$ cat src/rtl/br_pkg.sv
package br_pkg;
  typedef struct packed {
    logic n;
    logic z;
    logic c;
    logic v;
  } flags_t;

  localparam logic [3:0] CC_EQ = 4'b0000;
  localparam logic [3:0] CC_NE = 4'b0001;
  localparam logic [3:0] CC_LT = 4'b1011;
  localparam logic [3:0] CC_GT = 4'b1100;
  localparam logic [3:0] CC_AL = 4'b1110;
endpackage

$ cat src/rtl/nzcv_reg.sv
module nzcv_reg
  import br_pkg::*;
(
  input  logic   clk_i,
  input  logic   rst_ni,
  input  logic   we_i,
  input  flags_t d_i,
  output flags_t q_o
);
  flags_t q;

  always_ff @(posedge clk_i or negedge rst_ni) begin
    if (!rst_ni)   q <= '0;
    else if (we_i) q <= d_i;
  end

  assign q_o = q;


  flag_load_chk: assert property (@(posedge clk_i) disable iff (!rst_ni)
    ($past(rst_ni) && $past(we_i)) |-> (q == $past(d_i)));


  flag_hold_chk: assert property (@(posedge clk_i) disable iff (!rst_ni)
    ($past(rst_ni) && !$past(we_i)) |-> $stable(q));
endmodule

$ cat src/rtl/cond_eval.sv
module cond_eval
  import br_pkg::*;
(
  input  flags_t     flags_i,
  input  logic [3:0] cond_i,
  input  logic       br_i,
  output logic       take_o
);
  logic hit;

  always_comb begin
    unique case (cond_i)
      CC_EQ:   hit = flags_i.z;
      CC_NE:   hit = !flags_i.z;
      CC_LT:   hit = flags_i.n ^ flags_i.v;
      CC_GT:   hit = !flags_i.z && (flags_i.n == flags_i.v);
      CC_AL:   hit = 1'b1;
      default: hit = 1'b0;
    endcase
  end

  assign take_o = br_i && hit;
endmodule

$ cat src/rtl/pc_target.sv
module pc_target #(
  parameter int PC_W  = 64,
  parameter int IMM_W = 19
) (
  input  logic [PC_W-1:0]  pc_i,
  input  logic [IMM_W-1:0] off_i,
  input  logic             take_i,
  output logic [PC_W-1:0]  pc_next_o
);
  localparam int EXT_W = PC_W - IMM_W - 2;

  logic [PC_W-1:0] off_b, tgt, seq;

  assign off_b = {{EXT_W{off_i[IMM_W-1]}}, off_i, 2'b00};
  assign tgt   = pc_i + off_b;
  assign seq   = pc_i + PC_W'(4);
  assign pc_next_o = take_i ? tgt : seq;
endmodule

$ cat src/rtl/br_unit.sv
module br_unit
  import br_pkg::*;
#(
  parameter int PC_W  = 64,
  parameter int IMM_W = 19
) (
  input  logic             clk_i,
  input  logic             rst_ni,
  input  logic             flag_we_i,
  input  logic [3:0]       nzcv_i,
  input  logic             br_i,
  input  logic [3:0]       cond_i,
  input  logic [IMM_W-1:0] off_i,
  input  logic [PC_W-1:0]  pc_i,
  output logic             take_o,
  output logic [PC_W-1:0]  pc_next_o
);
  flags_t flags;
  logic   unused_c;

  nzcv_reg u_flags (
    .clk_i (clk_i),
    .rst_ni(rst_ni),
    .we_i  (flag_we_i),
    .d_i   (flags_t'(nzcv_i)),
    .q_o   (flags)
  );

  assign unused_c = flags.c;

  cond_eval u_cond (
    .flags_i(flags),
    .cond_i (cond_i),
    .br_i   (br_i),
    .take_o (take_o)
  );

  pc_target #(.PC_W(PC_W), .IMM_W(IMM_W)) u_tgt (
    .pc_i     (pc_i),
    .off_i    (off_i),
    .take_i   (take_o),
    .pc_next_o(pc_next_o)
  );


  no_br_no_take_chk: assert property (@(posedge clk_i) disable iff (!rst_ni)
    !br_i |-> !take_o);


  always_take_chk: assert property (@(posedge clk_i) disable iff (!rst_ni)
    (br_i && cond_i == CC_AL) |-> take_o);


  seq_pc_chk: assert property (@(posedge clk_i) disable iff (!rst_ni)
    !take_o |-> (pc_next_o == pc_i + PC_W'(4)));


  tgt_align_chk: assert property (@(posedge clk_i) disable iff (!rst_ni)
    take_o |-> (pc_next_o[1:0] == pc_i[1:0]));
endmodule

$ cat config.mk
export PLATFORM = sky130hd
export DESIGN_NAME = br_unit
export DESIGN_NICKNAME = d
export VERILOG_FILES = /design/src/rtl/br_pkg.sv /design/src/rtl/nzcv_reg.sv /design/src/rtl/cond_eval.sv /design/src/rtl/pc_target.sv /design/src/rtl/br_unit.sv
export SDC_FILE = /design/constraint.sdc
export NUM_CORES = 1
export LEC_CHECK = 0
export BUFFER_PORTS_ARGS = -buffer_cell sky130_fd_sc_hd__buf_2
export CAP_MARGIN = 40
export CELL_PAD_IN_SITES_DETAIL_PLACEMENT = 1
export CELL_PAD_IN_SITES_GLOBAL_PLACEMENT = 2
export CORE_AREA = 2 2 123 125
export DETAILED_ROUTE_END_ITERATION = 10
export DIE_AREA = 0 0 125 127
export GPL_ROUTABILITY_DRIVEN = 1
export GPL_TIMING_DRIVEN = 0
export PLACE_DENSITY_LB_ADDON = 0.08
export SLEW_MARGIN = 10
export SYNTH_ARGS = -nofsm -noshare
export SYNTH_HDL_FRONTEND = slang
export SYNTH_SLANG_ARGS = --single-unit
$ cat constraint.sdc
create_clock -name clk_i -period 8.5 [get_ports clk_i]
set_input_delay 0.425 -clock clk_i [delete_from_list [all_inputs] [get_ports clk_i]]
set_output_delay 0.425 -clock clk_i [all_outputs]
set_load 0.1 [all_outputs]
Word level (Yosys, flattened, before mapping)
Cells that the tools add are included.
Word-level totals
  register bits: 3
  latch bits: 0
  memory bits (writable): 0
  ROM bits: 0
  input bits: 95
  output and inout bits: 65
  word-level logic and storage cells: 17
  memories: 0
Operators by class
  add/sub/neg operators: 2
  $mul: 0
  div/mod/pow operators: 0
  $lt $le $gt $ge: 0
  equality and inequality tests: 5
  shift-type cells: 0
  mux-type cells: 2
  bitwise operators: 1
  reduce and logical (&&, ||, !) cells: 4
Operators with widths (number)
  $add A64 B3 Y64 const B: 1
  $add A64 B64 Y64: 1
  $mux W64: 1
  $eq A4 B4 Y1 const B: 3
  $pmux W1 S5: 1
  $eq A4 B1 Y1 const B: 1
  $logic_not A4 Y1: 1
  $logic_and A1 B1 Y1: 2
  $eq A1 B1 Y1: 1
  $logic_not A1 Y1: 1
  $xor A1 B1 Y1: 1

Logic depth before layout (Yosys ltp)
  word-level depth: 5
  gate-level depth with buffers: 20
  depth with buffers taken out: 19

Modules after synthesis
A second synthesis with hierarchy kept.
Unflattened totals
  cell total of the unflattened synthesis: 628
  area total of the unflattened synthesis: 4245.3 um^2
Modules (own cells, without submodules)
  pc_target: instances 1, cells an instance 610, area an instance 4020.1 um^2, sequential area each 0.0 um^2
  nzcv_reg: instances 1, cells an instance 8, area an instance 145.1 um^2, sequential area each 100.1 um^2
  cond_eval: instances 1, cells an instance 10, area an instance 80.1 um^2, sequential area each 0.0 um^2

Worst setup path after synthesis
OpenSTA, ideal clock, no wires.
  kind: reg2out
  start point: register u_flags.q (netlist bit u_flags.q_o[0])
  end point: output pc_next_o[60]
  arrival time: 6374 ps
  data required time: 8075 ps
  path slack: 1701 ps
  cell stages (with the launch flop): 19
  buffers on the path: 1
  path through: dfrtp_1 -> xor2_1 -> a31oi_1 -> o21ai_0 -> o31ai_1 -> nor2_1 -> clkbuf_1 -> nand2_1 -> fa_1 -> nand2b_1 -> a21oi_1 -> a211oi_2 -> o211ai_2 -> a2111oi_0 -> or4b_1 -> nand2_2 -> a221oi_4 -> nor4bb_4 -> a2111oi_2
On the way
  word-level cells in the longest chain between the ends: 5
  elaborated cells between the ends (all ways): 6
  those cells by class: 1 x eq/ne; 2 x mux; 1 x bitwise; 2 x reduce/logical
Ends and longest elaborated chain
  start, declared: RTL line nzcv_reg.sv:10  | flags_t q;
  start signal, assigned: RTL line nzcv_reg.sv:14  | else if (we_i) q <= d_i;
  $eq A1 B1 Y1: RTL line cond_eval.sv:16  | CC_GT: hit = !flags_i.z && (flags_i.n == flags_i.v);
  $logic_and A1 B1 Y1: RTL line cond_eval.sv:16
  $pmux W1 S5 (*): RTL line cond_eval.sv:12  | unique case (cond_i)
  $logic_and A1 B1 Y1 (*): RTL line cond_eval.sv:22  | assign take_o = br_i && hit;
  via take_o: RTL line br_unit.sv:15  | output logic take_o,
  $mux W64 (*): RTL line pc_target.sv:17  | assign pc_next_o = take_i ? tgt : seq;
  end, declared: RTL line br_unit.sv:16  | output logic [PC_W-1:0] pc_next_o
The timed path passes the listed nets; every way through them passes the cells marked *.

Final worst setup path
  start point: register u_flags.q (netlist bit u_flags.q_o[0])
  end point: output pc_next_o[62]
On the way
  word-level cells in the longest chain between the ends: 5
  elaborated cells between the ends (all ways): 6
  those cells by class: 1 x eq/ne; 2 x mux; 1 x bitwise; 2 x reduce/logical
Ends and longest elaborated chain (RTL line)
  $eq A1 B1 Y1: cond_eval.sv:16
  $logic_and A1 B1 Y1: cond_eval.sv:16
  $pmux W1 S5 (*): cond_eval.sv:12
  $logic_and A1 B1 Y1 (*): cond_eval.sv:22
  $mux W64 (*): pc_target.sv:17
Every way passes the cells marked *; elsewhere a longest branch is shown, timed or not.

==> results.md <==
- Status: finished clean
- Hold Slack: 444.4 ps
- Register area share after synthesis: 0.01887
- # DRC: 0
- Worst R2R Setup Slack: ~7700 ps
- Crit start category: register
- HP Class: input port to register
- Min cycle time layout: ~6000 ps
- Max FFs per register: 3
- Antenna-violating nets left: 0
- Core area: 14420 sq um
- # fillers: roughly 1900
- Cells after Synth: approximately 580
- Crit path kind: register to output port
- Leak pwr: between 2 and 3 nW
- Worst Reg-to-Reg Cells: 1
- Worst slew pin tran: 609.1 ps
- Mux contribution to synthesized area: 0.008491
- Setup violations, final: 0
- CP arrival: approximately 5600 ps
- H-Tree Depth: 1
- Beginning of the worst register-to-register path: u_flags.q_o[2]
- Area of the multi-input gates: approximately 3700 sq um
- Placer Congestion: 0.8946
- Gr usage total: 0.1803
- CTS tree: done
- Initial core utilization: 0.2759
- CTS Buffer Depth: 2
- CP Capture Type: output port
- Full die area: between 15000 and 20000 sq um
- Final #Nets: 896
- Worst Setup EP: pc_next_o[62]
- DR vias/cell: 5.280
- Initial antenna violation count: 0
- Largest net degree at the start of global routing: 33
- Synth-to-Final Area Change: 28.24%
- Final Util: 0.3537
- RSZ-0062 raised after global routing: false
- Global-route wire length before repair: approximately 24000 um
- Post-synthesis compound-gate area fraction: 0.3689
- Die H: between 100 and 150 um
- Peak fanout along the critical path: 32
- Worst rel slew slack: 0.5924
- Post-synthesis cell type count: 68
- RR Endpoint: u_flags.q_o[2]
- Number of enable flip-flop cells after synthesis: 0
- # hold bufs at CTS: 1
- Vias after detailed routing: a little under 5000
- Crit path required time: 8080 ps
- Setup crit start: u_flags.q_o[0]
- Peak VDD IR: ~0.14 mV
- # resized after CTS: 0
- Post-Syn Area per Cell: between 6 and 7 sq um
- Post-Syn Nets: 733
- Synth Register Bits: 3
- PD cells: approximately 130 nW/um^2
- Synth Area in XOR/XNOR: 0.1233
- Drt first pass iters: 4
- FP Rows: between 40 and 50
- Async set or reset register ratio after synthesis: 1.000
- CTS root buffer: clkbuf_16
- Reg clk slew, reported paths: approximately 30 ps
- Reg area: 75.07 sq um
- Post-synthesis adder-cell area fraction: 0.1969
- Drt wl/cell: 16.44 um
- Port bufs: roughly 160
- Worst slack, placed: ~2600 ps
- Clock skew: 0 ps
- Final Hold Violating Endpoints: 0
- Gr ovfl total: 0
- Simple-gate area share of the yosys netlist: 0.2421
- DR iter-0 viols: around 250
- Most used DFF post-synth: dfrtp_1
- Chip width: 125 um
- TritonCTS Buffers: 3
- Fraction of layout cells with a size suffix above 1: 0.2575
- Peak Freq: around 170 MHz
- Fin Setup TNS: 0 ps
- Slew Viols, Final: 0
- Skew-Pair Late Insertion Delay: 220 ps
- HPWL Detailed: between 10000 and 15000 um
- Synth Cell Area: between 3000 and 4000 sq um
- Vias in the first global route: between 4000 and 5000
- IO Pins: between 150 and 200
- Largest family of logic cells by synthesized area: compound AO/OA/AOI/OAI gates
- Clk sinks: 3
- Max_cap viols: 0
- WL final: around 15000 um
- Worst setup margin: ~2400 ps
- Postcts setup bufs: 0
- Synth Warn #: 0
- Period utilization: 0.7127
-- placed cells by master (no fill, tap or decap), types with 5 or more instances in the layout --
master,n
xor2_1,22
buf_2,161
a31oi_1,8
o21ai_0,42
o21bai_1,17
nor3_1,11
nor2_1,46
nand4_1,18
or3_1,5
nand2_1,54
xnor2_1,34
ha_1,61
a21o_1,23
a211oi_1,6
nand2b_1,8
nor2b_1,6
inv_1,20
a21oi_1,72
nand3_1,8
o21a_1,6
and2_1,17
clkbuf_1,13
-- routing by layer --
metal  vias up  wire (um)  GRT usage
met5         -          0          0
met4         0         51    0.01373
met2        88       7385     0.3277
met1      2311       7163     0.2418
li1       2470          -          -
met3         4        575    0.01675
-- worst min-delay path by stage --
stage               slack [ps]  cells after the start  startpoint             end
finish                     440                      2   nzcv_i[3]  u_flags.q_o[3]
global route               450                      2   nzcv_i[3]  u_flags.q_o[3]
CTS                        450                      2   nzcv_i[3]  u_flags.q_o[3]
detailed placement         220                      1      rst_ni  u_flags.q_o[3]
global placement           220                      1      rst_ni  u_flags.q_o[3]
floorplan                  130                      0      rst_ni  u_flags.q_o[0]
-- cell families after synthesis --
logic type,after synthesis
multiplexers,3
AND/OR/NAND/NOR,191
adder cells (fa/ha/maj),62
AO/OA/AOI/OAI,221
flip-flops,3
buffers and inverters,40
XOR/XNOR,56
-- Yosys cell counts (3+ instances only) --
| master | count | area, sq um |
|---|---|---|
| nand2_1 | 54 | 202.7 |
| a21o_1 | 23 | 172.7 |
| o21ai_0 | 42 | 210.2 |
| a211oi_1 | 6 | 45.04 |
| clkbuf_1 | 12 | 45.04 |
| a221oi_1 | 4 | 35.03 |
| xor2_1 | 22 | 192.7 |
| o21ai_1 | 4 | 20.02 |
| nand2b_1 | 8 | 50.05 |
| ha_1 | 61 | 763.2 |
| xnor2_1 | 34 | 297.8 |
| o31ai_1 | 3 | 22.52 |
| a31oi_1 | 8 | 50.05 |
| nand3_1 | 8 | 40.04 |
| or3_1 | 5 | 31.28 |
| o211ai_1 | 4 | 30.03 |
| nor2_1 | 46 | 172.7 |
| o21bai_1 | 17 | 127.6 |
| inv_1 | 20 | 75.07 |
| and2_1 | 18 | 112.6 |
| a21oi_1 | 72 | 360.4 |
| o21a_1 | 6 | 45.04 |
| nor3_1 | 11 | 55.05 |
| buf_2 | 5 | 25.02 |
| dfrtp_1 | 3 | 75.07 |
| nand4_1 | 18 | 112.6 |
| and3_1 | 4 | 25.02 |
| nor2b_1 | 6 | 37.54 |
| mux2_2 | 3 | 33.78 |
-- worst max-delay path: stages (launching register included) --
cell and delay (ps):
dfrtp_1 380, xor2_1 200, a31oi_1 100, o21ai_0 150, o31ai_1 100, nor2_1 490
and2_2 510, buf_12 250, ha_1 150, clkbuf_2 180, nand4_1 160, nor3_1 540
nand4_1 170, o32a_1 390, a31oi_1 190, nor2_1 120, o31ai_2 480, a41oi_1 220
xnor2_1 160, buf_2 440
-- report_power, final --
part,switching [mW],internal (mW)
clock network,0.0141,0.0620
registers,0.00112,0.0158
logic,0.450,0.120
-- per-stage QoR --
stage	total power, mW	area [sq um]	std cells
after global routing	0.6994	5100	922
after global placement	0.5841	4990	916
final	0.6634	5102	923
after CTS	0.6686	5100	922
after floorplan	0.4808	3979	576
after detailed placement	0.5894	5011	917
-- layout make-up --
type	instances	share of cell area
Sequential cell	3	0.01471
Inverter	20	0.01471
Buffer	20	0.01766
Multi-Input combinational cell	533	0.7330
Clock buffer	4	0.01545
Tap cell	184	0.04512
Timing Repair Buffer	158	0.1589
Antenna cell	1	0.0004904
No activity file was read; power rests on OpenSTA's default activity.
